File: src/rtl/sss_pkg.sv
package sss_pkg;

    localparam int FRAME_W = 8;

    typedef enum logic [1:0] {
        S_IDLE,
        S_LOW,
        S_HIGH
    } sss_state_e;

    // bit that is presented on the line first from the current shift contents
    function automatic logic head_bit(input logic [FRAME_W-1:0] v, input logic lsb);
        return lsb ? v[0] : v[FRAME_W-1];
    endfunction

    // discard the bit just sent
    function automatic logic [FRAME_W-1:0] drop_head(input logic [FRAME_W-1:0] v, input logic lsb);
        return lsb ? {1'b0, v[FRAME_W-1:1]} : {v[FRAME_W-2:0], 1'b0};
    endfunction

    // insert a received bit so that the first one ends at bit 0 (lsb) or bit 7
    function automatic logic [FRAME_W-1:0] push_bit(input logic [FRAME_W-1:0] v, input logic b,
                                                    input logic lsb);
        return lsb ? {b, v[FRAME_W-1:1]} : {v[FRAME_W-2:0], b};
    endfunction

endpackage

File: src/rtl/sss_clkdiv.sv
module sss_clkdiv #(
    parameter int DIV_W = 4
) (
    input  logic             clk,
    input  logic             rst_n,
    input  logic [DIV_W-1:0] div_sel,
    output logic             tick
);
    localparam int CNT_W = DIV_W + 1;

    logic [CNT_W-1:0] cnt_q;
    logic [CNT_W-1:0] limit;

    assign limit = (div_sel == '0) ? CNT_W'(1) : {div_sel, 1'b0};
    assign tick  = (cnt_q >= limit - CNT_W'(1));

    always_ff @(posedge clk or negedge rst_n) begin
        if (!rst_n)    cnt_q <= '0;
        else if (tick) cnt_q <= '0;
        else           cnt_q <= cnt_q + CNT_W'(1);
    end


    tick_spacing_chk: assert property (@(posedge clk) disable iff (!rst_n)
        (tick && div_sel != '0 && $stable(div_sel)) |=> (!tick || !$stable(div_sel)));

endmodule

File: src/rtl/sss_txbuf.sv
module sss_txbuf #(
    parameter int W = sss_pkg::FRAME_W
) (
    input  logic         clk,
    input  logic         rst_n,
    input  logic         wr,
    input  logic [W-1:0] wdata,
    input  logic         load,
    output logic [W-1:0] data,
    output logic         empty
);
    always_ff @(posedge clk or negedge rst_n) begin
        if (!rst_n) begin
            data  <= '0;
            empty <= 1'b1;
        end else if (wr) begin
            data  <= wdata;
            empty <= 1'b0;
        end else if (load) begin
            empty <= 1'b1;
        end
    end


    load_from_full_chk: assert property (@(posedge clk) disable iff (!rst_n)
        load |-> !empty);

endmodule

File: src/rtl/sss_fsm.sv
module sss_fsm
    import sss_pkg::*;
#(
    parameter int W     = FRAME_W,
    parameter int IDX_W = $clog2(W)
) (
    input  logic         clk,
    input  logic         rst_n,
    input  logic         tick,
    input  logic         tx_en,
    input  logic         rx_en,
    input  logic         lsb_first,
    input  logic         txirq_on_done,
    input  logic         tx_full,
    input  logic [W-1:0] tx_data,
    output logic         load,
    output logic         tx_irq,
    output logic         sclk,
    output logic         sdo_raw,
    output logic         rx_act,
    output logic         sample_stb,
    output logic         sample_last,
    output logic         frame_done
);
    sss_state_e state_q, state_d;
    logic [IDX_W-1:0] idx_q;
    logic [W-1:0]     tsh_q, tsh_nxt;
    logic             sclk_q, sdo_q, tx_act_q, rx_act_q;
    logic             last, start;

    assign last    = (idx_q == IDX_W'(W - 1));
    assign tsh_nxt = drop_head(tsh_q, lsb_first);

    // next state and launch decision
    always_comb begin
        state_d = state_q;
        start   = 1'b0;
        unique case (state_q)
            S_IDLE: if (tick && tx_act_q && tx_full) begin
                state_d = S_LOW;
                start   = 1'b1;
            end
            S_LOW:  if (tick) state_d = S_HIGH;
            S_HIGH: if (tick) begin
                if (!last) begin
                    state_d = S_LOW;
                end else if (tx_act_q && tx_full) begin
                    state_d = S_LOW;
                    start   = 1'b1;
                end else begin
                    state_d = S_IDLE;
                end
            end
            default: state_d = S_IDLE;
        endcase
    end

    // strobes toward the buffers
    always_comb begin
        load        = start;
        sample_stb  = (state_q == S_LOW) && tick;
        sample_last = sample_stb && last;
        frame_done  = (state_q == S_HIGH) && tick && last;
        tx_irq      = txirq_on_done ? frame_done : start;
        sclk        = sclk_q;
        sdo_raw     = sdo_q;
        rx_act      = rx_act_q;
    end

    // state register
    always_ff @(posedge clk or negedge rst_n) begin
        if (!rst_n) state_q <= S_IDLE;
        else        state_q <= state_d;
    end

    // datapath and line registers
    always_ff @(posedge clk or negedge rst_n) begin
        if (!rst_n) begin
            idx_q    <= '0;
            tsh_q    <= '0;
            sclk_q   <= 1'b1;
            sdo_q    <= 1'b1;
            tx_act_q <= 1'b0;
            rx_act_q <= 1'b0;
        end else begin
            if (tick) begin
                tx_act_q <= tx_en;
                rx_act_q <= rx_en;
            end
            if (start) begin
                tsh_q  <= tx_data;
                sdo_q  <= head_bit(tx_data, lsb_first);
                idx_q  <= '0;
                sclk_q <= 1'b0;
            end else if (sample_stb) begin
                sclk_q <= 1'b1;
            end else if (state_q == S_HIGH && tick) begin
                if (!last) begin
                    tsh_q  <= tsh_nxt;
                    sdo_q  <= head_bit(tsh_nxt, lsb_first);
                    idx_q  <= idx_q + IDX_W'(1);
                    sclk_q <= 1'b0;
                end else begin
                    sdo_q  <= 1'b1;
                    sclk_q <= 1'b1;
                end
            end
        end
    end


    idle_clk_high_chk: assert property (@(posedge clk) disable iff (!rst_n)
        (state_q == S_IDLE) |-> sclk_q);


    sdo_on_fall_chk: assert property (@(posedge clk) disable iff (!rst_n)
        !$stable(sdo_q) |-> (!sclk_q || state_q == S_IDLE));


    tx_irq_pulse_chk: assert property (@(posedge clk) disable iff (!rst_n)
        tx_irq |=> !tx_irq);

endmodule

File: src/rtl/sss_rxbuf.sv
module sss_rxbuf
    import sss_pkg::*;
#(
    parameter int W = FRAME_W
) (
    input  logic         clk,
    input  logic         rst_n,
    input  logic         rx_en,
    input  logic         rx_act,
    input  logic         sample_stb,
    input  logic         sample_last,
    input  logic         frame_done,
    input  logic         bit_in,
    input  logic         lsb_first,
    input  logic         rd,
    output logic [W-1:0] data,
    output logic         irq,
    output logic         overrun
);
    logic [W-1:0] rsh_q, data_q;
    logic         full_q, irq_q, ovr_q;

    always_ff @(posedge clk or negedge rst_n) begin
        if (!rst_n) begin
            rsh_q  <= '0;
            data_q <= '0;
            full_q <= 1'b0;
            irq_q  <= 1'b0;
            ovr_q  <= 1'b0;
        end else begin
            irq_q <= frame_done && rx_act;
            if (sample_stb && rx_act) rsh_q <= push_bit(rsh_q, bit_in, lsb_first);
            if (frame_done && rx_act) begin
                data_q <= rsh_q;
                full_q <= 1'b1;
            end else if (rd) begin
                full_q <= 1'b0;
            end
            if (!rx_en)                              ovr_q <= 1'b0;
            else if (sample_last && rx_act && full_q) ovr_q <= 1'b1;
        end
    end

    assign data    = data_q;
    assign irq     = irq_q;
    assign overrun = ovr_q;


    ovr_cause_chk: assert property (@(posedge clk) disable iff (!rst_n)
        $rose(ovr_q) |-> $past(full_q));


    rx_irq_pulse_chk: assert property (@(posedge clk) disable iff (!rst_n)
        irq_q |=> !irq_q);


    rx_quiet_chk: assert property (@(posedge clk) disable iff (!rst_n)
        !rx_act |=> $stable(data_q));

endmodule

File: src/rtl/sss_top.sv
module sss_top
    import sss_pkg::*;
#(
    parameter int DIV_W = 4,
    parameter int W     = FRAME_W
) (
    input  logic             clk,
    input  logic             rst_n,
    input  logic             tx_en,
    input  logic             rx_en,
    input  logic             lsb_first,
    input  logic             out_inv,
    input  logic             in_inv,
    input  logic             txirq_on_done,
    input  logic [DIV_W-1:0] div_sel,
    input  logic             tx_wr,
    input  logic [W-1:0]     tx_wdata,
    input  logic             rx_rd,
    output logic [W-1:0]     rx_data,
    output logic             tx_buf_empty,
    output logic             tx_irq,
    output logic             rx_irq,
    output logic             overrun,
    output logic             sclk,
    output logic             sdo,
    input  logic             sdi
);
    logic         tick, load, sdo_raw, rx_act;
    logic         sample_stb, sample_last, frame_done;
    logic [W-1:0] tx_data;

    sss_clkdiv #(.DIV_W(DIV_W)) u_div (
        .clk(clk), .rst_n(rst_n), .div_sel(div_sel), .tick(tick)
    );

    sss_txbuf #(.W(W)) u_txbuf (
        .clk(clk), .rst_n(rst_n), .wr(tx_wr), .wdata(tx_wdata),
        .load(load), .data(tx_data), .empty(tx_buf_empty)
    );

    sss_fsm #(.W(W)) u_fsm (
        .clk(clk), .rst_n(rst_n), .tick(tick), .tx_en(tx_en), .rx_en(rx_en),
        .lsb_first(lsb_first), .txirq_on_done(txirq_on_done),
        .tx_full(!tx_buf_empty), .tx_data(tx_data), .load(load), .tx_irq(tx_irq),
        .sclk(sclk), .sdo_raw(sdo_raw), .rx_act(rx_act), .sample_stb(sample_stb),
        .sample_last(sample_last), .frame_done(frame_done)
    );

    sss_rxbuf #(.W(W)) u_rxbuf (
        .clk(clk), .rst_n(rst_n), .rx_en(rx_en), .rx_act(rx_act),
        .sample_stb(sample_stb), .sample_last(sample_last), .frame_done(frame_done),
        .bit_in(sdi ^ in_inv), .lsb_first(lsb_first), .rd(rx_rd),
        .data(rx_data), .irq(rx_irq), .overrun(overrun)
    );

    assign sdo = sdo_raw ^ out_inv;

endmodule

File: config.mk
export PLATFORM = sky130hd
export DESIGN_NAME = sss_top
export DESIGN_NICKNAME = d
export VERILOG_FILES = /design/src/rtl/sss_pkg.sv /design/src/rtl/sss_clkdiv.sv /design/src/rtl/sss_txbuf.sv /design/src/rtl/sss_fsm.sv /design/src/rtl/sss_rxbuf.sv /design/src/rtl/sss_top.sv
export SDC_FILE = /design/constraint.sdc
export NUM_CORES = 1
export LEC_CHECK = 0
export CAP_MARGIN = 20
export CELL_PAD_IN_SITES_DETAIL_PLACEMENT = 1
export CELL_PAD_IN_SITES_GLOBAL_PLACEMENT = 1
export CORE_MARGIN = 1.5
export CORE_UTILIZATION = 47
export CTS_CLUSTER_SIZE = 24
export DETAILED_ROUTE_END_ITERATION = 10
export PLACE_DENSITY_LB_ADDON = 0.05
export RECOVER_POWER = 25
export SYNTH_ARGS = -nofsm -noshare
export SYNTH_HDL_FRONTEND = slang
export SYNTH_HIERARCHICAL = 1
export SYNTH_SLANG_ARGS = --single-unit
File: constraint.sdc
create_clock -name clk -period 8.3 [get_ports clk]
set_input_delay 1.66 -clock clk [delete_from_list [all_inputs] [get_ports clk]]
set_output_delay 1.66 -clock clk [all_outputs]
set_load 0.05 [all_outputs]
==> run metrics, run 1 <==
outcome finished with violations; violated checks capacitance limit, slew limit; initial antenna violation count 0; most common cell after layout, fill and taps aside dfrtp_1; Clock transition at path regs 90 ps; post-CTS setup buffers 0; proportion of layout cells with a drive suffix above 1 around 16%; Total Nets Final 263; Tightest Pin Transition 2270 ps; Mapped Cells around 200; Remaining DRCs 0; Internal Power 552 uW; ant diodes 0; Routed WL roughly 5300 um; worst slack, placed 1330 ps; Starting Density 48.7%; total gr overflow 0; Yosys top cell by area dfrtp_1; critical path launch point type input pin; CTS tree done; IO Pins 37; Max transition margin -51.1%; hpwl dp around 3800 um; critical path, cell by cell clkdlybuf4s50_1, nor4_2, nor3_1, a21oi_1, ha_1, nand2_1, o21ai_2, a31o_2, nand4b_1, nor2_2, mux2_2, clkdlybuf4s50_1; final setup TNS 0 ps; Setup crit end kind output port; synthesis-to-layout area growth 20.0%; final hold vios 0; switching portion of total power between 30% and 40%; Post-DRT Antenna Nets 0; most frequent cells in the layout dfrtp_1, clkdlybuf4s50_1, mux2i_1; clock power share 20.7%; Slew Viols, Final 44; TritonRoute pass-1 iters 4; clk sinks 50; multi-input logic area ~1100 um^2; DIE WIDTH 75.8 um; CORE AREA 5110 um^2; worst r2r path cells 7; worst-skew pair later-pin latency 300 ps; Fmax 0.143 GHz; Yosys reg bits 50; largest net degree at the start of global routing 51; gpl congestion 0.747; Leakage 1.38 nW; Yosys warning total 6; Syn Std Cell Area approximately 2500 um^2; WS Path Type input pin to output port; Logic pwr share 33.5%; Top cell by count, worst path clkdlybuf4s50_1; Worst Hold Path Cells 1; Fill cells 545; vias in the first global route 1776; H-tree levels 2; Worst Path Required about 6600 ps; Clock Skews 6.61 ps; Crit Path Max Fanout 15; Vias 1684; die height 75.8 um; post-synth top area share 47.3%; Routed WL per cell between 15 and 20 um; Avg Inst Size Synth 12.6 um^2; cell row count 26; top cells by area, synth dfrtp_1, mux2_4, mux2i_1; final worst path period need 7010 ps; slowest stage cell on the critical path clkdlybuf4s50_1; PD cells 288 nW/um^2; register area 1250 um^2; total CTS buffers 5; gr usage total 19.5%; Seq/Total Area, Yosys 50.4%; Reg power frac 45.8%; post-synthesis cell type count 39; CTS resizes 0; RSZ-0062 raised after global routing false; Starting DRT DRC Count 84; Arr. time, crit path roughly 5400 ps; Die Area 5740 um^2; final worst slack 1290 ps; final setup vio count 0; final worst path period share a little over four fifths; Hold Crit Class flop to flop; MaxCap Viol Count 1; Max Buffers Root-to-Sink 2; Net Sw Power 308 uW; Via density 5.56; max incr delay on CP 790 ps; # hold bufs at CTS 0; Mapped Nets 228; first-pass GRT wire length 8330 um; I/O Buffers 36; clk root buf clkbuf_8; maximum vdd drop 0.142 mV
==> synth_stat cells <==
library cell and instances:
a21o_1 1, a21oi_1 19, a221o_1 8, a311oi_1 5, a31o_2 1, a31oi_1 1
and2_1 3, and3b_1 1, buf_2 6, buf_6 3, dfrtp_1 47, dfstp_2 3
ha_1 8, inv_1 7, mux2_2 4, mux2_4 16, mux2i_1 20, nand2_1 2
nand2_8 1, nand2b_1 2, nand3_1 2, nand3b_1 1, nand4b_1 1, nand4bb_1 1
nor2_1 11, nor2_2 1, nor2b_1 4, nor3_1 1, nor3b_1 1, nor4_2 1
o21a_1 1, o21ai_0 3, o21ai_2 1, o21ba_2 1, o22ai_1 1, o31ai_1 1
or2_2 1, xnor2_1 1, xor2_1 5
==> power groups by stage <==
stage	logic [mW]	clock network (mW)	registers (mW)
6_report	0.288	0.178	0.394
5_1_grt	0.320	0.192	0.405
4_1_cts	0.292	0.183	0.393
3_5_place_dp	0.288	0	0.398
3_3_place_gp	0.269	0	0.393
2_1_floorplan	0.218	0	0.381
==> final timing paths <==
kind / from / to / slack, ps
min in group asynchronous: rst_n / u_fsm/state_q[1]$_DFFE_PN0P_ / 1270
worst min-delay path: u_rxbuf/data[0]$_DFFE_PN0P_ / u_rxbuf/data[0]$_DFFE_PN0P_ / 520
worst max register to register: u_div/cnt_q[2]$_DFF_PN0_ / u_fsm/tsh_q[3]$_DFFE_PN0P_ / 5380
worst min register to register: u_rxbuf/data[0]$_DFFE_PN0P_ / u_rxbuf/data[0]$_DFFE_PN0P_ / 520
worst max-delay path: div_sel[1] / tx_irq / 1290
max in group asynchronous: rst_n / u_rxbuf/data[7]$_DFFE_PN0P_ / 4550
==> cell families (layout without fill, tap and decap cells) <==
family | Yosys count | after routing | synth area share [%]
flops | 50 | 50 | 50.4
compound gates | 43 | 43 | 11.9
mux | 40 | 40 | 19.5
simple gates | 34 | 34 | 8.40
buf+inv | 16 | 52 | 3.62
fa+ha+maj | 8 | 8 | 4.02
xor+xnor | 6 | 6 | 2.11
==> per-stage QoR <==
step	cell area (um^2)	std cells	utilization, %	hold slack, ps	total power [mW]
2_1_floorplan	2490	197	-	453	0.599
3_3_place_gp	2870	294	56.1	481	0.662
3_5_place_dp	2870	294	56.1	500	0.686
4_1_cts	2980	302	58.4	522	0.868
5_1_grt	2990	303	58.5	535	0.916
6_report	2990	303	58.5	520	0.860
==> registers in the layout (all words and copies together) (netlist names) <==
| name | count |
|---|---|
| u_fsm/sclk | 1 |
| u_fsm/state_q | 2 |
| u_txbuf/data | 8 |
| u_fsm/rx_act | 1 |
| u_txbuf/empty | 1 |
| u_fsm/idx_q | 3 |
| u_fsm/tx_act_q | 1 |
| u_rxbuf/rsh_q | 8 |
| u_rxbuf/irq | 1 |
| u_rxbuf/data | 8 |
| u_rxbuf/full_q | 1 |
| u_div/cnt_q | 5 |
| u_rxbuf/overrun | 1 |
| u_fsm/tsh_q | 8 |
| u_fsm/sdo_raw | 1 |
==> critical path: cells and delay by family <==
family          cells  cell delay, ps
mux                 1             270
compound gates      3             700
fa+ha+maj           1             160
buf+inv             2            1290
simple gates        5            1260
==> area by class of cell <==
type	instances	area share [%]
multi-input cells	131	38.3
well taps	70	2.93
clock buffers	7	2.89
inverters	7	0.880
repair buffers	37	12.0
clock inverters	1	1.01
flip-flops and latches	50	42.0
==> metal layers <==
layer	track usage [%]	wire [um]	vias to the layer above
met1	23.6	2280	861
met4	5.36	40	0
met2	35.2	2810	28
met3	3.97	132	5
li1	-	-	790
met5	0	0	-
Note: power is estimated with default switching activity, not from simulation.
==> run 2: changes to the inputs <==
--- a/config.mk
+++ b/config.mk
@@ -9,7 +9,7 @@
 export CELL_PAD_IN_SITES_DETAIL_PLACEMENT = 1
 export CELL_PAD_IN_SITES_GLOBAL_PLACEMENT = 1
 export CORE_MARGIN = 1.5
-export CORE_UTILIZATION = 47
+export CORE_UTILIZATION = 43
 export CTS_CLUSTER_SIZE = 24
 export DETAILED_ROUTE_END_ITERATION = 10
 export PLACE_DENSITY_LB_ADDON = 0.05
==> constraint.sdc (replaced) <==
create_clock -name clk -period 6.5 [get_ports clk]
set_input_delay 1.3 -clock clk [delete_from_list [all_inputs] [get_ports clk]]
set_output_delay 1.3 -clock clk [all_outputs]
set_load 0.05 [all_outputs]
==> run metrics, run 2 (same netlist as run 1, synthesis figures left out) <==
outcome finished with violations (unchanged); violated checks capacitance limit, slew limit (unchanged); hpwl dp 3940 um (was 3760 um); post-CTS setup buffers 0 (unchanged); most common cell after layout, fill and taps aside dfrtp_1 (unchanged); clk root buf clkbuf_8 (unchanged); Leakage 1.37 nW (was 1.38 nW); Reg-to-Reg End u_fsm/tsh_q[2]$_DFFE_PN0P_ (was u_fsm/tsh_q[3]$_DFFE_PN0P_); TritonRoute pass-1 iters 4 (unchanged); Routed WL per cell 18.2 um (was 17.4 um); CTS resizes 0 (unchanged); H-tree levels 2 (unchanged); largest net degree at the start of global routing 51 (unchanged); DP Cell Count 297 (was 294); Crit Path Max Fanout 8 (was 15); final setup vio count 0 (unchanged); DIE WIDTH 79.1 um (was 75.8 um); Hold Crit Class flop to flop (unchanged); ant diodes 0 (unchanged); total CTS buffers 5 (unchanged); worst r2r path cells 7 (unchanged); Routed WL 5580 um (was 5260 um); Reg-to-Reg Start u_div/cnt_q[2]$_DFF_PN0_ (unchanged); final hold vios 0 (unchanged); post-layout util 53.4% (was 58.5%); Remaining DRCs 0 (unchanged); # hold bufs at CTS 0 (unchanged); worst-skew pair later-pin latency 300 ps (about the same); Fmax approximately 0.16 GHz; clk sinks 50 (unchanged); Vias 1688 (was 1684); Total Nets Final 264 (was 263); Die Area 6250 um^2 (was 5740 um^2); CTS tree done (unchanged); vias in the first global route 1874 (was 1776); IO Pins 37 (unchanged); Max Buffers Root-to-Sink 2 (unchanged); gr usage total 19.3% (was 19.5%); I/O Buffers 36 (unchanged); CP startpoint div_sel[1] (unchanged); proportion of layout cells with a drive suffix above 1 15.4% (was 15.9%); Tightest Pin Transition 1880 ps (was 2270 ps); Starting Density 44.9% (was 48.7%); die height 79.1 um (was 75.8 um); CORE AREA 5540 um^2 (was 5110 um^2); PD cells 355 nW/um^2 (was 288 nW/um^2); Via density 5.52 (was 5.56); Max transition margin -25.3% (was -51.1%); most frequent cells in the layout dfrtp_1, clkdlybuf4s50_1, mux2i_1 (unchanged); Setup crit end kind output port (unchanged); Clock transition at path regs 80 ps (was 90 ps); Worst Path Required 5200 ps (was 6640 ps); MaxCap Viol Count 1 (unchanged); gpl congestion 0.730 (was 0.747); maximum vdd drop 0.129 mV (was 0.142 mV); final worst path period share 95.6%; Post-DRT Antenna Nets 0 (unchanged); synthesis-to-layout area growth 19.0% (was 20.0%); Starting DRT DRC Count 59 (was 84); WS Path Type input pin to output port (unchanged); Non-Filler Instances 306 (was 303); final worst path period need 6210 ps; total gr overflow 0 (unchanged); first-pass GRT wire length 9310 um (was 8330 um); cell row count 27 (was 26); Clock Skews 10.3 ps (was 6.61 ps); initial antenna violation count 0 (unchanged); Fill cells 591 (was 545); Arr. time, crit path 4910 ps (was 5350 ps); r2r setup slk 3570 ps (was 5380 ps); final setup TNS 0 ps (unchanged); end point of the critical path tx_irq (unchanged); Slew Viols, Final 36 (was 44); critical path launch point type input pin (unchanged); RSZ-0062 raised after global routing false (unchanged)
==> run 2: changes by cell type in the layout (fill, tap and decap cells not counted) <==
cell,change
clkbuf_8,-1
clkbuf_1,+2
buf_4,+1
bufinv_16,-1
==> run 2: cell type report <==
class | instances | area, um^2 | area share (%)
flip-flops and latches | 50 | 1250 | 42.4
clock buffers | 8 | 80.1 | 2.70
well taps | 72 | 90.1 | 3.04
inverters | 7 | 26.3 | 0.888
repair buffers | 38 | 365 | 12.3
multi-input cells | 131 | 1140 | 38.6
==> run 2: per-layer routing <==
layer  global-route usage [%]  up-vias  routed length, um
li1                         -      788                  -
met1                     23.0      865               2350
met2                     35.3       29               3010
met3                     3.56        6                149
met4                     5.61        0                 67
met5                        0        -                  0
==> run 2: through the flow <==
| step | setup WS [ps] | hold slack [ps] | total power [mW] | cell area, um^2 |
|---|---|---|---|---|
| finish | 288 | 513 | 1.05 | 2960 |
| floorplan | 1790 | 453 | 0.765 | 2490 |
| global placement | 592 | 491 | 0.853 | 2880 |
| CTS | 307 | 519 | 1.06 | 2960 |
| global route | 104 | 540 | 1.13 | 2960 |
| detailed placement | 315 | 498 | 0.884 | 2880 |
==> run 2: worst max-delay path, cell delays in order <==
cell and delay, ps:
clkdlybuf4s50_1 520, nor4_2 450, nor3_1 80, a21oi_1 160, ha_1 280, a21oi_1 180, o21ai_2 140, a31o_2 330
and3b_1 240, and2_1 240, mux2_2 290, clkdlybuf4s50_1 700
==> run 2: power breakdown <==
part           internal [mW]  switching [mW]  total [mW]
clock                 0.0767          0.0972       0.174
sequential             0.407          0.0965       0.504
combinational          0.175           0.197       0.372
==> run 2: worst min-delay path by stage <==
stage          cells past startpoint  slack (ps)                        start                           to
4_1_cts                            1         520     u_div/cnt_q[0]$_DFF_PN0_     u_div/cnt_q[0]$_DFF_PN0_
5_1_grt                            1         540  u_rxbuf/data[6]$_DFFE_PN0P_  u_rxbuf/data[6]$_DFFE_PN0P_
3_3_place_gp                       1         490     u_div/cnt_q[0]$_DFF_PN0_     u_div/cnt_q[0]$_DFF_PN0_
6_report                           1         510  u_rxbuf/data[0]$_DFFE_PN0P_  u_rxbuf/data[0]$_DFFE_PN0P_
3_5_place_dp                       1         500  u_rxbuf/data[0]$_DFFE_PN0P_  u_rxbuf/data[0]$_DFFE_PN0P_
2_1_floorplan                      1         450     u_div/cnt_q[0]$_DFF_PN0_     u_div/cnt_q[0]$_DFF_PN0_
==> run 3: changes to the inputs <==
--- a/config.mk
+++ b/config.mk
@@ -12,6 +12,7 @@
 export CORE_UTILIZATION = 43
 export CTS_CLUSTER_SIZE = 24
 export DETAILED_ROUTE_END_ITERATION = 10
+export GPL_TIMING_DRIVEN = 0
 export PLACE_DENSITY_LB_ADDON = 0.05
 export RECOVER_POWER = 25
 export SYNTH_ARGS = -nofsm -noshare
==> run metrics, run 3 (same netlist as run 1, synthesis figures left out) <==
Starting Density 44.9% (unchanged); final worst path period share 94.4% (was 95.6%); total power 1.07 mW (was 1.05 mW); Vias 1700 (was 1688); ant diodes 0 (unchanged); CTS tree done (unchanged); Total Nets Final 270 (was 264); met1 usage 20.6% (was 23.0%); Non-Filler Instances 312 (was 306); TritonRoute pass-1 iters 4 (unchanged); IO Pins 37 (unchanged); total gr overflow 0 (unchanged); Net Sw Power 391 uW (about the same); final hold vios 0 (unchanged); Crit Path Max Fanout 10 (was 8); Routed WL 5190 um (was 5580 um); busiest grt layer met2 (unchanged); Leakage 1.41 nW (was 1.37 nW); vias in the first global route 1864 (was 1874); Starting DRT DRC Count 98 (was 59); Worst Path Required 5200 ps (about the same); final setup TNS 0 ps (unchanged); delay-heaviest family, CP buffers and inverters (unchanged); post-place instance area 2930 um^2 (was 2880 um^2); hpwl dp 3890 um (was 3940 um); Arr. time, crit path 4840 ps (was 4910 ps); Fmax 0.163 GHz (was 0.161 GHz); outcome finished with violations (unchanged); switching portion of total power 36.6% (was 37.2%); met2 Use GR 33.9% (was 35.3%); GRT met3 Usage 3.79% (was 3.56%); most common cell after layout, fill and taps aside dfrtp_1 (unchanged); H-tree levels 2 (unchanged); I/O Buffers 34 (was 36); DIE WIDTH 79.1 um (unchanged); gr usage total 18.4% (was 19.3%); Post-DRT Antenna Nets 0 (unchanged); hold path start u_rxbuf/data[5]$_DFFE_PN0P_ (was u_rxbuf/data[0]$_DFFE_PN0P_); worst r2r path cells 8 (was 7); Clock Skews 12.6 ps (was 10.3 ps); CTS resizes 0 (unchanged); r2r setup slk 4020 ps (was 3570 ps); # hold bufs at CTS 0 (unchanged); initial antenna violation count 0 (unchanged); die height 79.1 um (unchanged); Via density 5.45 (was 5.52); clock power share 17.5% (was 16.6%); Logic pwr share 36.5% (was 35.5%); post-route cell area 3010 um^2 (was 2960 um^2); CORE AREA 5540 um^2 (unchanged); maximum vdd drop 0.157 mV (was 0.129 mV); Max transition margin -39.5% (was -25.3%); Routed WL per cell 16.6 um (was 18.2 um); Levels on crit path 13 (was 12); Reg-to-Reg Start u_div/cnt_q[2]$_DFF_PN0_ (unchanged); PD cells 355 nW/um^2 (about the same); WS Path Type input pin to output port (unchanged); hold path endpoint u_rxbuf/data[5]$_DFFE_PN0P_ (was u_rxbuf/data[0]$_DFFE_PN0P_); DP Cell Count 304 (was 297); clk root buf clkbuf_8 (unchanged); worst-skew pair later-pin latency 300 ps (about the same); Setup crit end kind output port (unchanged); MaxCap Viol Count 1 (unchanged); most frequent cells in the layout dfrtp_1, clkdlybuf4s50_1, mux2i_1 (unchanged); Reg-to-Reg End u_rxbuf/data[6]$_DFFE_PN0P_ (was u_fsm/tsh_q[2]$_DFFE_PN0P_); Max Buffers Root-to-Sink 2 (unchanged); RSZ-0062 raised after global routing false (unchanged); Hold Crit Class flop to flop (unchanged); Reg power frac 45.9% (was 48.0%); gpl congestion 0.816 (was 0.730); proportion of layout cells with a drive suffix above 1 19.2% (was 15.4%); Top cell by count, worst path clkdlybuf4s50_1; Die Area 6250 um^2 (unchanged); Slew Viols, Final 40 (was 36); Remaining DRCs 0 (unchanged); largest net degree at the start of global routing 40 (was 51); Tightest Pin Transition 2090 ps (was 1880 ps); Internal Power 677 uW (was 659 uW); critical path launch point type input pin (unchanged); max incr delay on CP 790 ps (was 700 ps); slowest stage cell on the critical path clkdlybuf4s50_1 (unchanged); CP startpoint div_sel[1] (unchanged); first-pass GRT wire length 8900 um (was 9310 um); cell row count 27 (unchanged); violated checks capacitance limit, slew limit (unchanged); clk sinks 50 (unchanged); Clock transition at path regs 90 ps (was 80 ps); final setup vio count 0 (unchanged); total CTS buffers 5 (unchanged); synthesis-to-layout area growth 20.9% (was 19.0%); Worst Hold Path Cells 1 (unchanged); critical path, cell by cell clkdlybuf4s50_1, nor4_2, nor3_1, a21oi_1, ha_1, nand2_1, o21ai_2, a31o_2, nand4b_1, nor2_2, buf_2, mux2_2, clkdlybuf4s50_1 (was clkdlybuf4s50_1, nor4_2, nor3_1, a21oi_1, ha_1, a21oi_1, o21ai_2, a31o_2, and3b_1, and2_1, mux2_2, clkdlybuf4s50_1); post-CTS setup buffers 0 (unchanged); final worst path period need 6140 ps (was 6210 ps); Worst Path Buf+Inv 3 (was 2)
==> run 3: cell count changes in the layout (fill, tap and decap cells not counted), sizes merged <==
cell	before	now
clkinv	0	1
clkdlybuf4s50	35	33
clkbuf	10	9
buf	1	9
==> run 3: final cells by class <==
| class | instances | area, um^2 |
|---|---|---|
| Multi-Input combinational cell | 131 | 1140 |
| Fill cell | 587 | 2530 |
| Sequential cell | 50 | 1250 |
| Clock inverter | 1 | 5.00 |
| Clock buffer | 7 | 86.3 |
| Buffer | 9 | 63.8 |
| Tap cell | 72 | 90.1 |
| Timing Repair Buffer | 35 | 338 |
| Inverter | 7 | 26.3 |
==> run 3: per-stage QoR <==
stage	util, %	setup WS (ps)	hold WS, ps
2_1_floorplan	-	1790	453
3_3_place_gp	52.7	403	482
3_5_place_dp	53.0	327	499
4_1_cts	54.6	323	519
5_1_grt	54.3	74.4	532
6_report	54.3	361	518
==> run 3: metal layers <==
metal  wire (um)  up-vias
li1            -      800
met1        2120      862
met2        2820       29
met3         146        9
met4         102        0
met5           0        -
==> run 3: worst max-delay path by stage <==
| stage | to | slack [ps] |
|---|---|---|
| after floorplan | tx_irq | 1790 |
| after global placement | tx_irq | 400 |
| after detailed placement | tx_irq | 330 |
| after CTS | tx_irq | 320 |
| after global routing | tx_irq | 70 |
| final | tx_irq | 360 |
==> run 3: power by group through the flow <==
stage	sequential [mW]	clock, mW	combinational (mW)
after floorplan	0.486	0	0.279
after global placement	0.490	0	0.369
after detailed placement	0.498	0	0.395
after CTS	0.492	0.196	0.398
after global routing	0.505	0.203	0.432
final	0.491	0.187	0.390
